File: config.mk
export PLATFORM = sky130hd
export DESIGN_NAME = dualcas_dram_core
export DESIGN_NICKNAME = d
export VERILOG_FILES = /design/src/rtl/dcd_pkg.sv /design/src/rtl/dcd_cycle_ctl.sv /design/src/rtl/dcd_refresh_trk.sv /design/src/rtl/dcd_byte_array.sv /design/src/rtl/dualcas_dram_core.sv
export SDC_FILE = /design/constraint.sdc
export NUM_CORES = 2
export LEC_CHECK = 0
export ABC_AREA = 1
export BUFFER_PORTS_ARGS = -buffer_cell sky130_fd_sc_hd__buf_2
export CAP_MARGIN = 20
export CORE_ASPECT_RATIO = 1.1
export CORE_UTILIZATION = 35
export CTS_CLUSTER_DIAMETER = 60
export DETAILED_ROUTE_END_ITERATION = 6
export GPL_TIMING_DRIVEN = 0
export MAX_ROUTING_LAYER = met4
export PLACE_DENSITY = 0.56
export RECOVER_POWER = 25
export SKIP_LAST_GASP = 1
export SYNTH_ARGS = -nofsm -noshare
export SYNTH_HDL_FRONTEND = slang
export SYNTH_SLANG_ARGS = --single-unit
File: constraint.sdc
create_clock -name clk -period 1.9 [get_ports clk]
set_input_delay 0 -clock clk [delete_from_list [all_inputs] [get_ports clk]]
set_output_delay 0 -clock clk [all_outputs]
set_load 0.02 [all_outputs]
File: src/rtl/dcd_pkg.sv
package dcd_pkg;

  typedef enum logic [2:0] {
    K_IDLE    = 3'd0,
    K_ROWONLY = 3'd1,
    K_READ    = 3'd2,
    K_EWR     = 3'd3,
    K_LWR     = 3'd4,
    K_RMW     = 3'd5,
    K_CBR     = 3'd6,
    K_HIDDEN  = 3'd7
  } cyc_kind_t;

  // Internal column strobe: active while either byte strobe is low.
  function automatic logic strobe_merge(input logic lo_n, input logic hi_n);
    return (~lo_n) | (~hi_n);
  endfunction

  // Rising edge of a level condition.
  function automatic logic rise_of(input logic now_v, input logic prev_v);
    return now_v & ~prev_v;
  endfunction

endpackage

File: src/rtl/dcd_cycle_ctl.sv
module dcd_cycle_ctl
  import dcd_pkg::*;
#(
  parameter int ADDR_W = 8
) (
  input  logic              clk,
  input  logic              rst_n,
  input  logic              ras_n,
  input  logic              cas_lo_n,
  input  logic              cas_hi_n,
  input  logic              we_n,
  input  logic              oe_n,
  input  logic [ADDR_W-1:0] addr,
  input  logic [ADDR_W-1:0] ctr_row,
  output cyc_kind_t         kind,
  output logic [ADDR_W-1:0] row_q,
  output logic [ADDR_W-1:0] col_eff,
  output logic [1:0]        drive,
  output logic [1:0]        wr_stb,
  output logic              ref_evt,
  output logic [ADDR_W-1:0] ref_row,
  output logic              ctr_adv
);

  localparam int NBYTE = 2;

  logic ras_now, cas_now, ras_prev, cas_prev;
  logic ras_fall, ras_rise, cas_fall;
  logic norm_start, refresh_start, hidden_start;
  logic row_open, col_valid, early_wr, rd_seen, hold_rd;
  logic col_take, col_live, early_eff;
  logic [ADDR_W-1:0] col_q;
  logic [NBYTE-1:0] strb_now, wcond, wcond_prev;

  assign ras_now  = ~ras_n;
  assign cas_now  = strobe_merge(cas_lo_n, cas_hi_n);
  assign strb_now = {~cas_hi_n, ~cas_lo_n};

  assign ras_fall = rise_of(ras_now, ras_prev);
  assign ras_rise = rise_of(~ras_now, ~ras_prev);
  assign cas_fall = rise_of(cas_now, cas_prev);

  assign norm_start    = ras_fall & ~cas_prev;
  assign refresh_start = ras_fall & cas_prev;
  assign hidden_start  = refresh_start & hold_rd;

  assign col_take  = cas_fall & row_open;
  assign col_live  = row_open & (col_valid | col_take);
  assign col_eff   = col_take ? addr : col_q;
  assign early_eff = col_take ? ~we_n : early_wr;

  for (genvar b = 0; b < NBYTE; b++) begin : g_byte
    assign drive[b]  = strb_now[b] & ~oe_n & we_n &
                       ((col_live & ~early_eff) | hold_rd);
    assign wcond[b]  = strb_now[b] & ~we_n & col_live;
    assign wr_stb[b] = rise_of(wcond[b], wcond_prev[b]);
  end

  assign ref_evt = norm_start | refresh_start;
  assign ref_row = refresh_start ? ctr_row : addr;
  assign ctr_adv = refresh_start;

  always_ff @(posedge clk or negedge rst_n) begin
    if (!rst_n) begin
      ras_prev   <= 1'b0;
      cas_prev   <= 1'b0;
      row_open   <= 1'b0;
      col_valid  <= 1'b0;
      early_wr   <= 1'b0;
      rd_seen    <= 1'b0;
      hold_rd    <= 1'b0;
      row_q      <= '0;
      col_q      <= '0;
      wcond_prev <= '0;
      kind       <= K_IDLE;
    end else begin
      ras_prev   <= ras_now;
      cas_prev   <= cas_now;
      wcond_prev <= wcond;

      if (norm_start) begin
        row_open <= 1'b1;
        row_q    <= addr;
      end else if (ras_rise) begin
        row_open <= 1'b0;
      end

      if (ras_rise)      col_valid <= 1'b0;
      else if (col_take) col_valid <= 1'b1;

      if (ras_rise)      early_wr <= 1'b0;
      else if (col_take) early_wr <= ~we_n;

      if (col_take) col_q <= addr;

      if (ras_rise)      rd_seen <= 1'b0;
      else if (col_take) rd_seen <= |drive;
      else if (|drive)   rd_seen <= 1'b1;

      if (!cas_now)      hold_rd <= 1'b0;
      else if (|drive)   hold_rd <= 1'b1;

      if (refresh_start)
        kind <= hidden_start ? K_HIDDEN : K_CBR;
      else if (norm_start)
        kind <= K_ROWONLY;
      else if (col_take)
        kind <= we_n ? K_READ : K_EWR;
      else if ((|wr_stb) && !early_wr)
        kind <= rd_seen ? K_RMW : K_LWR;
    end
  end


  float_idle_chk: assert property (@(posedge clk) disable iff (!rst_n)
    (ras_n && cas_lo_n && cas_hi_n) |-> (drive == 2'b00));


  cbr_quiet_chk: assert property (@(posedge clk) disable iff (!rst_n)
    (refresh_start && !hold_rd) |=> (drive == 2'b00));


  hidden_row_keep_chk: assert property (@(posedge clk) disable iff (!rst_n)
    refresh_start |=> $stable(row_q));


  row_latch_chk: assert property (@(posedge clk) disable iff (!rst_n)
    norm_start |=> (row_q == $past(addr)));

endmodule

File: src/rtl/dcd_refresh_trk.sv
module dcd_refresh_trk #(
  parameter int ADDR_W     = 8,
  parameter int TRK_SEL    = 3,
  parameter int REF_WINDOW = 4096
) (
  input  logic              clk,
  input  logic              rst_n,
  input  logic              ref_evt,
  input  logic [ADDR_W-1:0] ref_row,
  input  logic              ctr_adv,
  output logic [ADDR_W-1:0] ctr,
  output logic              stale
);

  localparam int NTRK  = 1 << TRK_SEL;
  localparam int AGE_W = $clog2(REF_WINDOW + 1);
  localparam logic [AGE_W-1:0] AGE_LIM = AGE_W'(REF_WINDOW);

  logic [AGE_W-1:0] age [NTRK];
  logic [NTRK-1:0]  at_lim;
  logic [TRK_SEL-1:0] trk_idx;

  assign trk_idx = ref_row[TRK_SEL-1:0];

  for (genvar g = 0; g < NTRK; g++) begin : g_age
    always_ff @(posedge clk or negedge rst_n) begin
      if (!rst_n)
        age[g] <= '0;
      else if (ref_evt && (trk_idx == TRK_SEL'(g)))
        age[g] <= '0;
      else if (age[g] != AGE_LIM)
        age[g] <= age[g] + 1'b1;
    end
    assign at_lim[g] = (age[g] == AGE_LIM);
  end

  assign stale = |at_lim;

  always_ff @(posedge clk or negedge rst_n) begin
    if (!rst_n)       ctr <= '0;
    else if (ctr_adv) ctr <= ctr + 1'b1;
  end


  ctr_step_chk: assert property (@(posedge clk) disable iff (!rst_n)
    ctr_adv |=> (ctr == $past(ctr) + 1'b1));


  ctr_hold_chk: assert property (@(posedge clk) disable iff (!rst_n)
    !ctr_adv |=> $stable(ctr));

endmodule

File: src/rtl/dcd_byte_array.sv
module dcd_byte_array #(
  parameter int ROW_SEL = 3,
  parameter int COL_SEL = 3
) (
  input  logic               clk,
  input  logic               rst_n,
  input  logic [1:0]         wr_stb,
  input  logic [ROW_SEL-1:0] row_idx,
  input  logic [COL_SEL-1:0] col_idx,
  input  logic [15:0]        din,
  output logic [15:0]        rd_data
);

  localparam int IDX_W = ROW_SEL + COL_SEL;
  localparam int NW    = 1 << IDX_W;
  localparam int NBYTE = 2;

  logic [15:0] mem [NW];
  logic [IDX_W-1:0] idx;

  assign idx     = {row_idx, col_idx};
  assign rd_data = mem[idx];

  always_ff @(posedge clk or negedge rst_n) begin
    if (!rst_n) begin
      for (int i = 0; i < NW; i++) mem[i] <= '0;
    end else begin
      for (int b = 0; b < NBYTE; b++)
        if (wr_stb[b]) mem[idx][8*b +: 8] <= din[8*b +: 8];
    end
  end

endmodule

File: src/rtl/dualcas_dram_core.sv
module dualcas_dram_core
  import dcd_pkg::*;
#(
  parameter int ADDR_W     = 8,
  parameter int ROW_SEL    = 3,
  parameter int COL_SEL    = 3,
  parameter int REF_WINDOW = 4096
) (
  input  logic              clk,
  input  logic              rst_n,
  input  logic              ras_n,
  input  logic              cas_lo_n,
  input  logic              cas_hi_n,
  input  logic              we_n,
  input  logic              oe_n,
  input  logic [ADDR_W-1:0] addr,
  input  logic [15:0]       din,
  output logic [15:0]       dq_out,
  output logic [1:0]        dq_oe,
  output logic [2:0]        cyc_kind,
  output logic [ADDR_W-1:0] ref_ctr,
  output logic              row_stale
);

  cyc_kind_t         kind;
  logic [ADDR_W-1:0] row_q, col_eff, ref_row;
  logic [1:0]        drive, wr_stb;
  logic              ref_evt, ctr_adv;
  logic [15:0]       rd_data;

  dcd_cycle_ctl #(.ADDR_W(ADDR_W)) u_ctl (
    .clk(clk), .rst_n(rst_n), .ras_n(ras_n), .cas_lo_n(cas_lo_n),
    .cas_hi_n(cas_hi_n), .we_n(we_n), .oe_n(oe_n), .addr(addr),
    .ctr_row(ref_ctr), .kind(kind), .row_q(row_q), .col_eff(col_eff),
    .drive(drive), .wr_stb(wr_stb), .ref_evt(ref_evt), .ref_row(ref_row),
    .ctr_adv(ctr_adv)
  );

  dcd_refresh_trk #(
    .ADDR_W(ADDR_W), .TRK_SEL(ROW_SEL), .REF_WINDOW(REF_WINDOW)
  ) u_trk (
    .clk(clk), .rst_n(rst_n), .ref_evt(ref_evt), .ref_row(ref_row),
    .ctr_adv(ctr_adv), .ctr(ref_ctr), .stale(row_stale)
  );

  dcd_byte_array #(.ROW_SEL(ROW_SEL), .COL_SEL(COL_SEL)) u_arr (
    .clk(clk), .rst_n(rst_n), .wr_stb(wr_stb),
    .row_idx(row_q[ROW_SEL-1:0]), .col_idx(col_eff[COL_SEL-1:0]),
    .din(din), .rd_data(rd_data)
  );

  for (genvar b = 0; b < 2; b++) begin : g_out
    assign dq_out[8*b +: 8] = drive[b] ? rd_data[8*b +: 8] : 8'h00;
  end
  assign dq_oe    = drive;
  assign cyc_kind = kind;


  lo_byte_gate_chk: assert property (@(posedge clk) disable iff (!rst_n)
    dq_oe[0] |-> (!cas_lo_n && !oe_n && we_n));


  hi_byte_gate_chk: assert property (@(posedge clk) disable iff (!rst_n)
    dq_oe[1] |-> (!cas_hi_n && !oe_n && we_n));


  write_lo_strobe_chk: assert property (@(posedge clk) disable iff (!rst_n)
    wr_stb[0] |-> (!cas_lo_n && !we_n && !ras_n));

endmodule

==> out/qor.yml <==
status: "finished with violations"
violations: "design-rule violations, negative hold slack, max-capacitance violations, max-slew violations, negative setup slack"
synth_cells: 7265
seq_area_frac_synth: 0.524
p_leak_nw: 30.9
final_cell_mix: "nand2_1, dfrtp_1, o21ai_0"
cts_tree: "done"
clock_skew_ns: 0.0289
gp_congestion: 1.01
overflow: 0
die_w_microns: 380
grt_use_met2: 0.453
maxCapViolations: 1
grt_pass1_wl_mm: 340
worstSetupStartpointType: "register"
hold_ws_ns: -0.155
grtUsageTotal: 0.302
dieHeight_microns: 418
hp-class: "primary input to asynchronous set/reset pin"
syn_area_sq_mm: 0.0551
drive_above_1_share: 0.139
final_common_cell: "nand2_1"
worst_slew_pin_slew_ns: 2.25
synth-edff-count: 0
synth_cell_type_count: 43
initialDrtViolationCount: 5653
tns_ns: -1282.49
cp.required_ns: 1.90
finalSetupViolCount: 1634
p_sw_mw: 32.1
slew_viol_final: 78
synthSimpleGateAreaFrac: 0.276
powerDensity_mw_per_mm2: 1220
area_delta_synth_final_pct: 22.2
synth_ff_type: "dfrtp_1"
rsz0062_at_grt: "true"
cp.arrival_ns: 3.60
finalCritPeriodShare: 1.90
min_period_ns: 3.60
synthXorXnorAreaFrac: 0.00270
avgSynthCellArea_sq_um: 7.58
p_clk_frac: 0.322
yosysWarnings: 0
fmax_mhz: 278
core_sq_mm: 0.156
numCtsBuffers: 135
ant_nets: 0
synthAdderAreaFrac: 0.00386
wl_per_cell_microns: 24.2
clkTransAtPathRegs_ns: 0.06
routed_wl_mm: 237
fin_util: 0.431
seqPwrFrac: 0.328
synth-async-reset-ratio: 1.00
dieArea_sq_mm: 0.159
htree_levels: 4
synth_top_family_by_area: "simple AND/OR/NAND/NOR gates"
synth_nets: 7313
dp_hpwl_mm: 166
clk-insertion-delay-late_ns: 0.81
pin_count: 61
grt_max_degree: 154
worst-path-max-fanout: 10
hold_violations: 79
ys_ff_latch: 1154
synth_mux_area_frac: 0.000364
grt.met3_usage: 0.0556
critPathKind: "register to output pin"
internal_power_mw: 49.9
antenna_found_initial: 16
first_pass_iters: 7
synth_compound_area_frac: 0.118
drc: 2
cts_buffer_depth: 3
cts_hold_buf: 21
numPortBuffers: 55
clock-sinks: 1154
end_kind: "output pin"
relSlewSlack: -0.501
dr_total_vias: 51931
vdd_ir_drop_max_mv: 1.11
start_util: 0.353
grt_pass1_vias: 49030
vias_per_cell: 5.31
fin_nets: 7638
layout_setup_ws_ns: -1.70
clock-root-buffer: "clkbuf_16"
use_met1: 0.387
comb_power_share: 0.350
grt.busiest_layer: "met2"
num_rows: 152
p_sw_frac: 0.391
==> synth_stat cells, drive strengths merged, types with 7 or more instances <==
master  count  area (sq um)
clkbuf    226           848
nor3       51           280
xor2       11          96.3
buf       204          1050
inv       568          2130
ha         17           213
clkinv     20          75.1
o21ai    1215          6080
nand2    2991         11400
nor4        8          50.1
nand4      69           432
nand3b     21           158
dfrtp    1154         28900
nor2      265          1030
a21oi      61           305
o211ai      7          52.6
nand3     347          1740
==> stage by stage <==
| step | setup slack, ns | power, mW | std cells | cell area (sq um) | hold WS, ns |
|---|---|---|---|---|---|
| 3_5_place_dp | -2.16 | 50.2 | 9417 | 59100 | -0.0257 |
| 5_1_grt | -1.77 | 84.6 | 9784 | 67300 | -0.0947 |
| 4_1_cts | -1.65 | 80.0 | 9739 | 66200 | -0.872 |
| 6_report | -1.70 | 81.9 | 9786 | 67300 | -0.155 |
| 3_3_place_gp | -25.44 | 49.9 | 9399 | 58800 | 0.181 |
| 2_1_floorplan | -0.0290 | 39.3 | 7265 | 55900 | -0.296 |
==> layer usage <==
metal | routed length [microns] | share of wire
met3 | 20200 | 0.085
met2 | 105000 | 0.44
met4 | 14200 | 0.060
met5 | 0 | 0
met1 | 97500 | 0.41
==> flip-flops by register name, indices dropped and copies added, names as in the netlist <==
register and cells:
u_ctl.ras_prev 1, u_ctl.wcond_prev 2, u_ctl.row_open 1, u_ctl.col_q 3, u_ctl.kind 3, u_ctl.col_valid 1, u_ctl.row_q 3, u_ctl.rd_seen 1
u_trk.ctr 8, u_ctl.early_wr 1, u_trk.age 104, u_arr.mem 1024, u_ctl.cas_prev 1, u_ctl.hold_rd 1
==> worst max-delay path, cell delays in order, from the launching register on <==
cell	delay (ns)
dfrtp_1	0.39
buf_4	0.15
nand3_4	0.10
buf_8	0.15
nand2_8	0.08
nand2_8	0.15
buf_12	0.14
buf_16	0.17
buf_8	0.18
nand2_1	0.06
nand3_1	0.14
nand4_1	0.24
nand2_2	0.18
nand2_4	0.11
nor2_4	0.16
nand2_2	0.08
nor2_4	0.14
buf_6	0.14
==> layout make-up <==
type	count	area, sq um
sequential	1154	28900
antenna	10	25.0
clock buffer	199	3960
buffer	426	3490
timing repair buffer	190	2150
timing repair inverter	1	11.3
tap	2079	2600
inverter	588	2240
clock inverter	45	477
multi-input combinational	5094	23400
fill	15867	88900
==> kinds of logic (layout without fill, tap and decap cells) <==
logic type,Yosys count,in the layout
flops,1154,1154
compound gates,1294,1294
buf+inv,1018,1449
mux,2,2
xor+xnor,17,17
fa+ha+maj,17,17
simple gates,3763,3764
other cells,0,10
==> power by group through the flow <==
stage	logic, mW	registers [mW]	clock network (mW)
3_3_place_gp	22.6	27.3	0
3_5_place_dp	22.9	27.2	0
2_1_floorplan	12.2	27.1	0
6_report	28.7	26.9	26.4
5_1_grt	30.0	27.0	27.6
4_1_cts	26.5	26.8	26.6
==> timing repair <==
action                                  in CTS  in global routing
endpoints found under the setup margin    1154               1156
hold endpoints to repair                   716                622
gates cloned                                 9                  8
setup buffers                               49                 33
resized for setup                          536                161
pin swaps                                   69                 59
==> path summary, 6_finish.rpt <==
kind | from | to | slack, ns | depth (start not counted)
setup / recovery | u_ctl.row_open | dq_out[2] | -1.70 | 17
hold / removal | rst_n | u_arr.mem[147] | -0.15 | 1
setup reg to reg | u_ctl.ras_prev | u_trk.age[33] | -1.58 | 9
hold reg to reg | u_trk.ctr[7] | u_trk.ctr[7] | 0.47 | 1
max in group asynchronous | rst_n | u_trk.age[45] | -0.62 | 4
min in group clk | oe_n | u_ctl.rd_seen | -0.14 | 6
(Power assumes the default switching activity.)
